## src/rtl/cdt_pkg.sv

```systemverilog
package cdt_pkg;
  typedef enum logic {
    MODE_MODERN = 1'b0,
    MODE_LEGACY = 1'b1
  } cdt_mode_e;

  localparam int unsigned NUM_CH = 2;
  localparam int unsigned CH_DLY = 0;
  localparam int unsigned CH_SND = 1;
endpackage

```

## src/rtl/cdt_rst_sync.sv

```systemverilog
module cdt_rst_sync (
  input  logic clk,
  input  logic rst_n_async,
  output logic rst_n_sync
);
  logic [1:0] sync_q;

  always_ff @(posedge clk or negedge rst_n_async) begin
    if (!rst_n_async) sync_q <= 2'b00;
    else              sync_q <= {sync_q[0], 1'b1};
  end

  assign rst_n_sync = sync_q[1];
endmodule

```

## src/rtl/cdt_prescaler.sv

```systemverilog
module cdt_prescaler
  import cdt_pkg::*;
#(
  parameter int unsigned DIV_MODERN = 4166667,
  parameter int unsigned DIV_LEGACY = 13736264
) (
  input  logic      clk,
  input  logic      rst_n,
  input  cdt_mode_e mode,
  input  logic      restart,
  output logic      tick
);
  localparam int unsigned DIV_MAX = (DIV_MODERN > DIV_LEGACY) ? DIV_MODERN : DIV_LEGACY;
  localparam int unsigned CW      = $clog2(DIV_MAX);
  localparam logic [CW-1:0] LIM_MODERN = CW'(DIV_MODERN - 1);
  localparam logic [CW-1:0] LIM_LEGACY = CW'(DIV_LEGACY - 1);

  logic [CW-1:0] cnt_q, cnt_d;
  logic [CW-1:0] limit;
  logic          at_limit;

  always_comb begin
    limit    = (mode == MODE_LEGACY) ? LIM_LEGACY : LIM_MODERN;
    at_limit = (cnt_q >= limit);
    if (restart || at_limit) cnt_d = '0;
    else                     cnt_d = cnt_q + 1'b1;
  end

  always_ff @(posedge clk or negedge rst_n) begin
    if (!rst_n) cnt_q <= '0;
    else        cnt_q <= cnt_d;
  end

  assign tick = at_limit && !restart;
endmodule

```

## src/rtl/cdt_timer.sv

```systemverilog
module cdt_timer
  import cdt_pkg::*;
#(
  parameter int unsigned W           = 8,
  parameter int unsigned STEP_MODERN = 1,
  parameter int unsigned STEP_LEGACY = 3
) (
  input  logic         clk,
  input  logic         rst_n,
  input  logic         tick,
  input  cdt_mode_e    mode,
  input  logic         we,
  input  logic [W-1:0] wdata,
  output logic [W-1:0] value
);
  localparam logic [W-1:0] STEP_M = W'(STEP_MODERN);
  localparam logic [W-1:0] STEP_L = W'(STEP_LEGACY);

  logic [W-1:0] value_q, value_d;
  logic [W-1:0] step;
  logic         nonzero;
  logic         upd_en;

  always_comb begin
    step    = (mode == MODE_LEGACY) ? STEP_L : STEP_M;
    nonzero = (value_q != '0);
    upd_en  = we || (tick && nonzero);
    if (we)                  value_d = wdata;
    else if (value_q > step) value_d = value_q - step;
    else                     value_d = '0;
  end

  always_ff @(posedge clk or negedge rst_n) begin
    if (!rst_n)      value_q <= '0;
    else if (upd_en) value_q <= value_d;
  end

  assign value = value_q;
endmodule

```

## src/rtl/cdt_pair.sv

```systemverilog
module cdt_pair
  import cdt_pkg::*;
#(
  parameter int unsigned CNT_W       = 8,
  parameter int unsigned DIV_MODERN  = 4166667,
  parameter int unsigned DIV_LEGACY  = 13736264,
  parameter int unsigned STEP_MODERN = 1,
  parameter int unsigned STEP_LEGACY = 3
) (
  input  logic             clk,
  input  logic             rst_n,
  input  logic             mode_we,
  input  logic             mode_legacy_in,
  input  logic             dly_we,
  input  logic [CNT_W-1:0] dly_wdata,
  input  logic             snd_we,
  input  logic [CNT_W-1:0] snd_wdata,
  output logic [CNT_W-1:0] dly_value,
  output logic             snd_active,
  output logic             mode_legacy_out,
  output logic             tick_out
);
  logic      rst_sync_n;
  cdt_mode_e mode_q, mode_d;
  logic      mode_chg;
  logic      tick;

  logic             ch_we    [NUM_CH];
  logic [CNT_W-1:0] ch_wdata [NUM_CH];
  logic [CNT_W-1:0] ch_value [NUM_CH];

  cdt_rst_sync u_rst_sync (
    .clk         (clk),
    .rst_n_async (rst_n),
    .rst_n_sync  (rst_sync_n)
  );

  always_comb begin
    mode_d   = mode_legacy_in ? MODE_LEGACY : MODE_MODERN;
    mode_chg = mode_we && (mode_d != mode_q);
  end

  always_ff @(posedge clk or negedge rst_sync_n) begin
    if (!rst_sync_n)   mode_q <= MODE_MODERN;
    else if (mode_chg) mode_q <= mode_d;
  end

  cdt_prescaler #(
    .DIV_MODERN (DIV_MODERN),
    .DIV_LEGACY (DIV_LEGACY)
  ) u_prescaler (
    .clk     (clk),
    .rst_n   (rst_sync_n),
    .mode    (mode_q),
    .restart (mode_chg),
    .tick    (tick)
  );

  assign ch_we[CH_DLY]    = dly_we;
  assign ch_wdata[CH_DLY] = dly_wdata;
  assign ch_we[CH_SND]    = snd_we;
  assign ch_wdata[CH_SND] = snd_wdata;

  for (genvar g = 0; g < NUM_CH; g++) begin : g_ch
    cdt_timer #(
      .W           (CNT_W),
      .STEP_MODERN (STEP_MODERN),
      .STEP_LEGACY (STEP_LEGACY)
    ) u_timer (
      .clk   (clk),
      .rst_n (rst_sync_n),
      .tick  (tick),
      .mode  (mode_q),
      .we    (ch_we[g]),
      .wdata (ch_wdata[g]),
      .value (ch_value[g])
    );
  end

  assign dly_value       = ch_value[CH_DLY];
  assign snd_active      = (ch_value[CH_SND] != '0);
  assign mode_legacy_out = (mode_q == MODE_LEGACY);
  assign tick_out        = tick;
endmodule

```

## config.mk

```make
export PLATFORM = sky130hd
export DESIGN_NAME = cdt_pair
export DESIGN_NICKNAME = d
export VERILOG_FILES = /design/src/rtl/cdt_pkg.sv /design/src/rtl/cdt_rst_sync.sv /design/src/rtl/cdt_prescaler.sv /design/src/rtl/cdt_timer.sv /design/src/rtl/cdt_pair.sv
export SDC_FILE = /design/constraint.sdc
export NUM_CORES = 1
export LEC_CHECK = 0
export CAP_MARGIN = 5
export CORE_MARGIN = 3
export CORE_UTILIZATION = 58
export DETAILED_ROUTE_END_ITERATION = 10
export DONT_BUFFER_PORTS = 1
export PLACE_DENSITY_LB_ADDON = 0.3
export SLEW_MARGIN = 40
export SYNTH_ARGS = -nofsm -noshare
export SYNTH_HDL_FRONTEND = slang
export SYNTH_SLANG_ARGS = --single-unit
```

## constraint.sdc

```tcl
create_clock -name clk -period 2.22 [get_ports clk]
set_input_delay 0.111 -clock clk [delete_from_list [all_inputs] [get_ports clk]]
set_output_delay 0.111 -clock clk [all_outputs]
set_load 0.02 [all_outputs]
```

; ---- After elaboration in Yosys (flattened, before gate mapping)
; Index checks and enable logic that the tools add are counted.
[word_totals]
regBits = 43
out_inout_bits = 11
elab_cells = 30
input_bits = 22
[op_classes]
add_sub_neg = 3
n_eq_ne = 1
mux = 8
magnitude_cmp = 3
reduce_logical = 10
[ops]
columns = op, n
row1 = 24-bit 2-to-1 mux, 2
row2 = 8-bit 2-to-1 mux, 4
row3 = "24-bit by 1-bit adder with 24-bit output, second input constant", 1
row4 = 24-bit >= comparator, 1
row5 = 8-bit nonzero test, 2
row6 = 8-bit by 2-bit > comparator with 1-bit output, 1
row7 = 8-bit > comparator, 1
row8 = 8-bit by 2-bit subtractor with 8-bit output, 1
row9 = 8-bit subtractor, 1
row10 = 1-bit logical AND, 4
row11 = 1-bit logical OR, 3
row12 = 2-bit 2-to-1 mux, 1
row13 = 1-bit logical NOT, 1
row14 = 1-bit 2-to-1 mux, 1
row15 = 1-bit inequality test, 1

; ---- Depth between registers and ports, before layout
; Gate-level depths: netlist (run 1).
[depth]
depth_word = 7
mapped_depth = 9
mapped_depth_nobuf = 8

; ---- Modules after synthesis
; From an unflattened synthesis (run 1), not the netlist that was laid out.
[unflattened]
hier_cells = 294
hier_area_um2 = 2949.1
[modules_own_cells]
columns = module, n_inst, cells_per_inst, seq_area_each_um2, area_per_inst_um2
row1 = cdt_prescaler, 1, 164, 600.6, 1689.1
row2 = cdt_timer, 2, 60, 200.2, 569.3
row3 = cdt_pair, 1, 7, 25.0, 67.6
row4 = cdt_rst_sync, 1, 3, 50.0, 53.8

; ---- Worst setup path before layout (run 1)
; No wires, ideal clock.
[synth_path]
path_kind = register to register
start = register mode_q, in the netlist mode_legacy_out
end = register g_ch[0].u_timer.value_q[6]
stages_incl_launch_ff = 9
n_path_buf = 0
setup_time_ps = 126
arrival_time_ps = 2573
path_slack_ps = -479
synth_period_minus_slack_ps = 2699
required_time_ps = 2094
cell_sequence = dfrtp_1 > inv_1 > ha_1 > o21ai_0 > a22oi_2 > a2111oi_4 > o21ai_2 > and4_4 > a221o_1
[synth_via]
elab_chain_len = 6
word_cells_on_any_way = 13
cone_classes = add/sub: 1 / order compare: 2 / eq/ne: 1 / mux: 4 / reduce/logical: 5
[synth_lines]
columns = item, line_no
row1 = start: declaration, cdt_pair.sv:24  ; cdt_mode_e mode_q, mode_d;
row2 = start signal: assignment, cdt_pair.sv:45  ; else if (mode_chg) mode_q <= mode_d;
row3 = "parallel branches: the longest is 6 deep, another holds 24-bit >= comparator", -
row4 = end signal: assignment, cdt_timer.sv:35  ; else if (upd_en) value_q <= value_d;
row5 = end: declaration, cdt_timer.sv:19  ; logic [W-1:0] value_q, value_d;
; Parallel ways; which one is timed is not known.
; A chain may end at the register's enable or synchronous reset.

; ---- Final worst setup path (run 1)
[layout_path]
start = register mode_q, in the netlist mode_legacy_out
end = register g_ch[0].u_timer.value_q[1]
; Same word-level chain as after synthesis.

==> flow_metrics.tcl, run 1 <==
set metrics [dict create \
    result_of_the_run "complete, but fails checks" \
    violations "setup timing" \
    grt_max_degree 21 \
    fin_ws_ps -455 \
    count_of_maximum_capacitance_violations 0 \
    ir_worst_vdd_v 0.000448 \
    critical-path-max-stage-delay_ps 480 \
    clock.fmax_ghz 0.374 \
    cts.sink_count 43 \
    worst_skew_pair.late_latency_ps 310 \
    clock_path_buffers 2 \
    drive_above_1_share_pct 28.7 \
    routedWlPerCell_um 23.8 \
    cts-htree-levels 2 \
    globalRouteTotalUtil_pct 30.4 \
    worstHoldPathCells 2 \
    clkSlewWorstSetupHoldPaths_ps 100 \
    yosysWarnings 0 \
    placeableCoreArea_sq_um 4530 \
    reg2regPathDepth 10 \
    setup_viol 41 \
    worstSetupEndpointType "flip-flop" \
    crit_type "reg2reg" \
    critical-path-slowest-cell "sky130_fd_sc_hd__dfrtp_2" \
    tritoncts.num_buffers 5 \
    slew_at_the_pin_closest_to_its_max_slew_limit_ps 508 \
    timing.final.max_slew_violations 0 \
    worst_r2r_startpoint "mode_legacy_out$_DFFE_PN0P_" \
    synth_async_sr_flop_share_pct 100 \
    number_of_enable_flip_flop_cells_after_synthesis 0 \
    rsz_0062_raised_after_global_routing "yes" \
    fin_tns_setup_ps -10600 \
    avg_inst_size_synth_sq_um 9.21 \
    drt-initial-drc-count 430 \
    final.fill_count 203 \
    cp-start-kind "flip-flop" \
    detail_route.wirelength_mm 10.5 \
    seq_area_frac_synth_pct 37.8 \
    grt.overflow.total 0 \
    grt_antenna_before_repair 0 \
    ctsRootBufferMaster "sky130_fd_sc_hd__clkbuf_8" \
    post-dp-hpwl_mm 4.78 \
    overall_via_count_from_detail_route 3023 \
    synth_flop_cell "sky130_fd_sc_hd__dfrtp_1" \
    crit_arrival_ps 2880 \
    syn_inst 309 \
    drt.antenna.violating_nets 0 \
    vias_per_cell 6.85 \
    multiInputGateArea_sq_um 1890 \
    synthesis.nets 351 \
    hold_class "in2reg" \
    fin_crit_ps 2680 \
    drc_errors 0 \
    port-buffer-count 0 \
    die_width_um 76.1 \
    path_cells "inv_6 > ha_4 > nand4_4 > nor3_4 > o211ai_1 > buf_4 > o21ai_4 > nand4_1 > buf_4 > o211ai_1" \
    synth_area_sq_um 2850 \
    worst-endpoint-required_ps 2430 \
    seq_cells_post_synth 43 \
    r2r_end "g_ch[0].u_timer.value[1]$_DFFE_PN0P_" \
    synth.lib_cells_used.distinct 63 \
    n_antenna_cell 0 \
    holdPathEnd "g_ch[1].u_timer.value[7]$_DFFE_PN0P_" \
    crit_path_max_fanout 6 \
    drt_pre_antenna_iters 7 \
    top_level_ports 33 \
    cts_tree "yes" \
    grt_first_pass_wirelength_mm 14.3 \
    final_core_util_pct 86.8 \
    p_per_area_nw_per_um2 541 \
    fin_nets 417 \
    timing.reg2reg.setup_slack_ps -460 \
    initial_core_util_pct 62.8 \
    placement.setup.worst_slack_ps -176 \
    report.final.hold_viol_count 0 \
    rows 24 \
    gp_congestion 0.880 \
    design.die.area_sq_um 5780 \
    chipHeight_um 76.1 \
    cellLeakagePower_nw 1.71 \
    relative_slew_slack_pct 66.0 \
    vias_in_the_first_global_route 2982 \
    sequential_cell_area_in_the_final_layout_sq_um 1080 \
    layout_worst_path_cycle_share_pct 121 \
    min_from "snd_we" \
    area_delta_synth_final_pct 38.2 \
    final.setup_skew_ps 18.5 \
]
[Yosys cell counts (all sizes together), types with 2 or more instances]
cell	number	share of area [%]
o21ai	8	1.5
nor2	45	6.0
xnor2	8	2.5
and4	2	0.70
o211ai	5	1.5
dfrtp	43	38
nand4	9	2.2
buf	12	3.1
a311o	3	1.1
and3	8	1.8
fa	2	1.4
nor3	8	1.8
nor2b	2	0.44
clkbuf	3	0.40
and2	2	0.44
nand2	29	3.8
o311ai	8	3.0
or3	2	0.44
a22o	2	0.62
nand3	16	2.8
nand2b	2	0.44
xor2	15	4.6
nor4	3	0.88
nor4b	2	0.62
inv	18	2.4
or2	2	0.44
ha	18	7.9
a31oi	5	1.1
a21oi	7	1.4
[report_power, final]
part	total [mW]	internal, mW	switching, mW
Clock	0.498	0.221	0.276
Sequential	0.933	0.841	0.0922
Combinational	0.697	0.315	0.382
Total	2.13	1.38	0.751
[per-stage QoR]
step	total power [mW]	hold slack (ps)	std cells	area [sq um]
global placement	1.35	-185	397	3230
detailed placement	1.37	-185	397	3230
floorplan	1.23	-185	309	2940
global route	2.20	32.2	441	3940
CTS	1.95	2.69	439	3780
finish	2.13	21.3	441	3940
[routing by layer]
metal,global-route usage (%),routed length [um],vias up
met1,36.2,3690,1422
met3,4.73,1020,92
met4,14.9,705,0
met2,53.6,5070,268
met5,0,0,-
li1,-,-,1241
[timing repair]
action | CTS | global route
hold buffers | 20 | 0
endpoints found under the hold margin | 19 | 0
gates cloned | 1 | 2
endpoints found under the setup margin | 40 | 42
setup buffers | 13 | 0
resized for setup | 25 | 18
pin swaps | 24 | 7
[cell families (layout without fill, tap and decap cells)]
kind of cell | count (synthesis) | after routing | synth area share, %
flops | 43 | 43 | 37.8
other cells | 1 | 1 | 0.132
compound gates | 53 | 53 | 15.7
simple gates | 135 | 135 | 23.7
mux | 1 | 1 | 0.352
fa+ha+maj | 20 | 20 | 9.32
xor+xnor | 23 | 23 | 7.08
buf+inv | 33 | 100 | 5.89
[registers in the layout, indices dropped and copies added (netlist names)]
name,flops
mode_legacy_out,1
g_ch.u_timer.value,16
u_rst_sync.sync_q,2
u_prescaler.cnt_q,24
[worst max-delay path by stage]
stage	from	to
2_1_floorplan	mode_legacy_out$_DFFE_PN0P_	g_ch[0].u_timer.value[5]$_DFFE_PN0P_
6_report	mode_legacy_out$_DFFE_PN0P_	g_ch[0].u_timer.value[1]$_DFFE_PN0P_
4_1_cts	mode_legacy_out$_DFFE_PN0P_	g_ch[0].u_timer.value[6]$_DFFE_PN0P_
3_5_place_dp	mode_legacy_out$_DFFE_PN0P_	g_ch[0].u_timer.value[6]$_DFFE_PN0P_
3_3_place_gp	mode_legacy_out$_DFFE_PN0P_	g_ch[0].u_timer.value[6]$_DFFE_PN0P_
5_1_grt	mode_legacy_out$_DFFE_PN0P_	g_ch[0].u_timer.value[5]$_DFFE_PN0P_
[final cells by class]
cell class	instances	share of cell area [%]
multi-input combinational	233	48.1
sequential	43	27.4
timing repair buffer	74	18.5
tap	65	2.07
clock buffer	7	1.94
inverter	18	1.84
clock inverter	1	0.127
[critical path, delay by kind of cell (launching register included)]
family	cells	cell delay (ps)
AO/OA/AOI/OAI	3	550
adder cells (fa/ha/maj)	1	290
buffers and inverters	3	540
flip-flops	1	480
AND/OR/NAND/NOR	3	700
[placed cells by master (no fill, tap or decap), types with 3 or more instances in the layout]
cell type,netlist,final
sky130_fd_sc_hd__nor2_1,44,42
sky130_fd_sc_hd__a21oi_1,6,6
sky130_fd_sc_hd__a31oi_1,5,3
sky130_fd_sc_hd__and3_1,8,8
sky130_fd_sc_hd__dfrtp_1,43,41
sky130_fd_sc_hd__nand3_1,16,14
sky130_fd_sc_hd__ha_4,0,7
sky130_fd_sc_hd__buf_4,9,40
sky130_fd_sc_hd__o21ai_0,6,3
sky130_fd_sc_hd__clkbuf_8,0,5
sky130_fd_sc_hd__ha_1,18,10
sky130_fd_sc_hd__nand4_1,8,8
sky130_fd_sc_hd__o311ai_4,0,3
sky130_fd_sc_hd__xnor2_1,8,8
sky130_fd_sc_hd__buf_12,0,3
sky130_fd_sc_hd__dlygate4sd3_1,0,20
sky130_fd_sc_hd__nor3_1,7,5
sky130_fd_sc_hd__nand2_1,29,27
sky130_fd_sc_hd__buf_6,1,8
sky130_fd_sc_hd__a311o_1,3,3
sky130_fd_sc_hd__o211ai_1,4,4
sky130_fd_sc_hd__xor2_1,15,15
sky130_fd_sc_hd__inv_1,18,17
sky130_fd_sc_hd__o311ai_2,2,4
(Power assumes the default switching activity.)
==> run 2, diff against run 1 <==
RECOVER_POWER = 50   (was unset)
==> run 2 against run 1 <==
Compared with the run above: the run still ends with setup timing left; flip-flop and latch count unchanged; cell area decreased by 0.22%; maximum frequency decreased by 0.19%; non-clock buffer count unchanged; critical path depth unchanged; wire length increased by 1.1%; combinational power about the same; first-iteration DRC count decreased by 13%; global-route usage unchanged; highest routed layer unchanged.
==> flow_metrics.tcl, run 2 (same netlist as run 1, synthesis figures left out) <==
set metrics [dict create \
    report.final.hold_viol_count 0 \
    critical-path-max-stage-delay_ps 480 \
    clock_path_buffers 2 \
    gp_congestion 0.880 \
    worst-endpoint-required_ps 2430 \
    fin_crit_ps 2680 \
    die_width_um 76.1 \
    clkSlewWorstSetupHoldPaths_ps 90 \
    globalRouteTotalUtil_pct 30.4 \
    worstHoldPathCells 2 \
    number_of_flip_flops_in_the_largest_register 24 \
    final_area_sq_um 3930 \
    path_cells "inv_6 > ha_4 > nand4_4 > nor3_4 > o211ai_1 > buf_4 > o21ai_4 > nand4_1 > buf_4 > o211ai_1" \
    layout_worst_path_cycle_share_pct 121 \
    cellLeakagePower_nw 1.70 \
    area_delta_synth_final_pct 37.9 \
    detail_route.wirelength_mm 10.6 \
    cts-htree-levels 2 \
    p_per_area_nw_per_um2 544 \
    slew_at_the_pin_closest_to_its_max_slew_limit_ps 1220 \
    placeableCoreArea_sq_um 4530 \
    initial_core_util_pct 62.8 \
    vias_in_the_first_global_route 2982 \
    port-buffer-count 0 \
    routedWlPerCell_um 24.0 \
    chipHeight_um 76.1 \
    place_area_sq_um 3230 \
    crit_path_max_fanout 6 \
    timing.final.max_slew_violations 0 \
    grt_first_pass_wirelength_mm 14.3 \
    violations "setup timing" \
    crit_type "reg2reg" \
    worstPathBufferInverterCount 3 \
    drive_above_1_share_pct 27.9 \
    ctsRootBufferMaster "sky130_fd_sc_hd__clkbuf_8" \
    ir_worst_vdd_v 0.000451 \
    setup_viol 41 \
    worstSetupPathDepth 10 \
    rsz_0062_raised_after_global_routing "yes" \
    worstSetupEndpointType "flip-flop" \
    crit_arrival_ps 2890 \
    relative_slew_slack_pct 18.9 \
    grt_antenna_before_repair 0 \
    final.fill_count 208 \
    top_level_ports 33 \
    clock.fmax_ghz 0.373 \
    worst_skew_pair.late_latency_ps 310 \
    timing.critical_path.from "mode_legacy_out$_DFFE_PN0P_" \
    rows 24 \
    critical-path-top-delay-family "simple AND/OR/NAND/NOR gates" \
    result_of_the_run "complete, but fails checks" \
    tritoncts.num_buffers 5 \
    reg2regPathDepth 10 \
    critical-path-slowest-cell "sky130_fd_sc_hd__dfrtp_2" \
    drt_pre_antenna_iters 8 \
    drc_errors 0 \
    hold_class "in2reg" \
    grt_max_degree 21 \
    worst_r2r_startpoint "mode_legacy_out$_DFFE_PN0P_" \
    n_antenna_cell 0 \
    final_cell_mix "42 x sky130_fd_sc_hd__nor2_1, 42 x sky130_fd_sc_hd__dfrtp_1, 38 x sky130_fd_sc_hd__buf_4" \
    min_from "snd_we" \
    grt.overflow.total 0 \
    timing.hold.ws_ps 21.7 \
    largest_register "u_prescaler.cnt_q" \
    cts_tree "yes" \
    cts.sink_count 43 \
    final.setup_skew_ps 18.2 \
    post-dp-hpwl_mm 4.78 \
    cp-start-kind "flip-flop" \
    vias_per_cell 6.88 \
    count_of_maximum_capacitance_violations 0 \
    drt-initial-drc-count 374 \
    fin_ws_ps -461 \
    r2r_end "g_ch[0].u_timer.value[1]$_DFFE_PN0P_" \
    drt.antenna.violating_nets 0 \
    holdPathEnd "g_ch[1].u_timer.value[7]$_DFFE_PN0P_" \
    overall_via_count_from_detail_route 3035 \
    timing.reg2reg.setup_slack_ps -460 \
    design.die.area_sq_um 5780 \
    fin_nets 417 \
]
run 2: worst max path at each step:
stage                                                 endpoint  slack [ps]
after CTS                 g_ch[0].u_timer.value[6]$_DFFE_PN0P_        -260
after floorplan           g_ch[0].u_timer.value[5]$_DFFE_PN0P_         -90
after global routing      g_ch[0].u_timer.value[5]$_DFFE_PN0P_        -520
final                     g_ch[0].u_timer.value[1]$_DFFE_PN0P_        -460
after global placement    g_ch[0].u_timer.value[6]$_DFFE_PN0P_        -120
after detailed placement  g_ch[0].u_timer.value[6]$_DFFE_PN0P_        -180
run 2: cell type report:
cell class	count	area (sq um)	area share, %
multi-input cells	233	1890	48.2
flip-flops and latches	43	1080	27.4
repair buffers	74	721	18.4
well taps	65	81.3	2.07
clock buffers	7	76.3	1.94
inverters	18	72.6	1.85
clock inverters	1	5.00	0.127
run 2: through the flow:
| step | utilization [%] | TNS [ps] | instances | total power [mW] | worst slack (ps) |
|---|---|---|---|---|---|
| after floorplan | - | -638 | 309 | 1.23 | -91.3 |
| after global placement | 71.1 | -1640 | 397 | 1.35 | -121 |
| after detailed placement | 71.1 | -3490 | 397 | 1.37 | -176 |
| after CTS | 83.5 | -6660 | 439 | 1.95 | -257 |
| after global routing | 86.6 | -13820 | 441 | 2.20 | -519 |
| final | 86.6 | -10370 | 441 | 2.13 | -461 |
run 2: power by group:
group	switching (mW)	leakage, nW	internal (mW)
registers	0.0922	0.556	0.841
logic	0.384	1.10	0.314
clock network	0.282	0.0422	0.221
total	0.758	1.70	1.38
run 2: repair_timing:
| action | in CTS | in global routing |
|---|---|---|
| buffers inserted | 13 | 0 |
| resized for setup | 25 | 18 |
| endpoints found under the hold margin | 19 | 0 |
| pin swaps | 24 | 7 |
| hold buffers | 20 | 0 |
| cloned | 1 | 2 |
| setup endpoints to repair | 40 | 42 |
run 2: per-layer routing:
metal	GRT usage (%)	wire, um	vias up
met4	14.9	716	0
li1	-	-	1236
met2	53.6	5130	277
met1	36.2	3700	1426
met5	0	0	-
met3	4.73	1060	96
run 2: worst register-to-register path, stage by stage, from the launching register on:
cell,delay (ps)
sky130_fd_sc_hd__dfrtp_2,480
sky130_fd_sc_hd__inv_6,90
sky130_fd_sc_hd__ha_4,300
sky130_fd_sc_hd__nand4_4,100
sky130_fd_sc_hd__nor3_4,280
sky130_fd_sc_hd__o211ai_1,200
sky130_fd_sc_hd__buf_4,190
sky130_fd_sc_hd__o21ai_4,180
sky130_fd_sc_hd__nand4_1,330
sky130_fd_sc_hd__buf_4,260
sky130_fd_sc_hd__o211ai_1,170
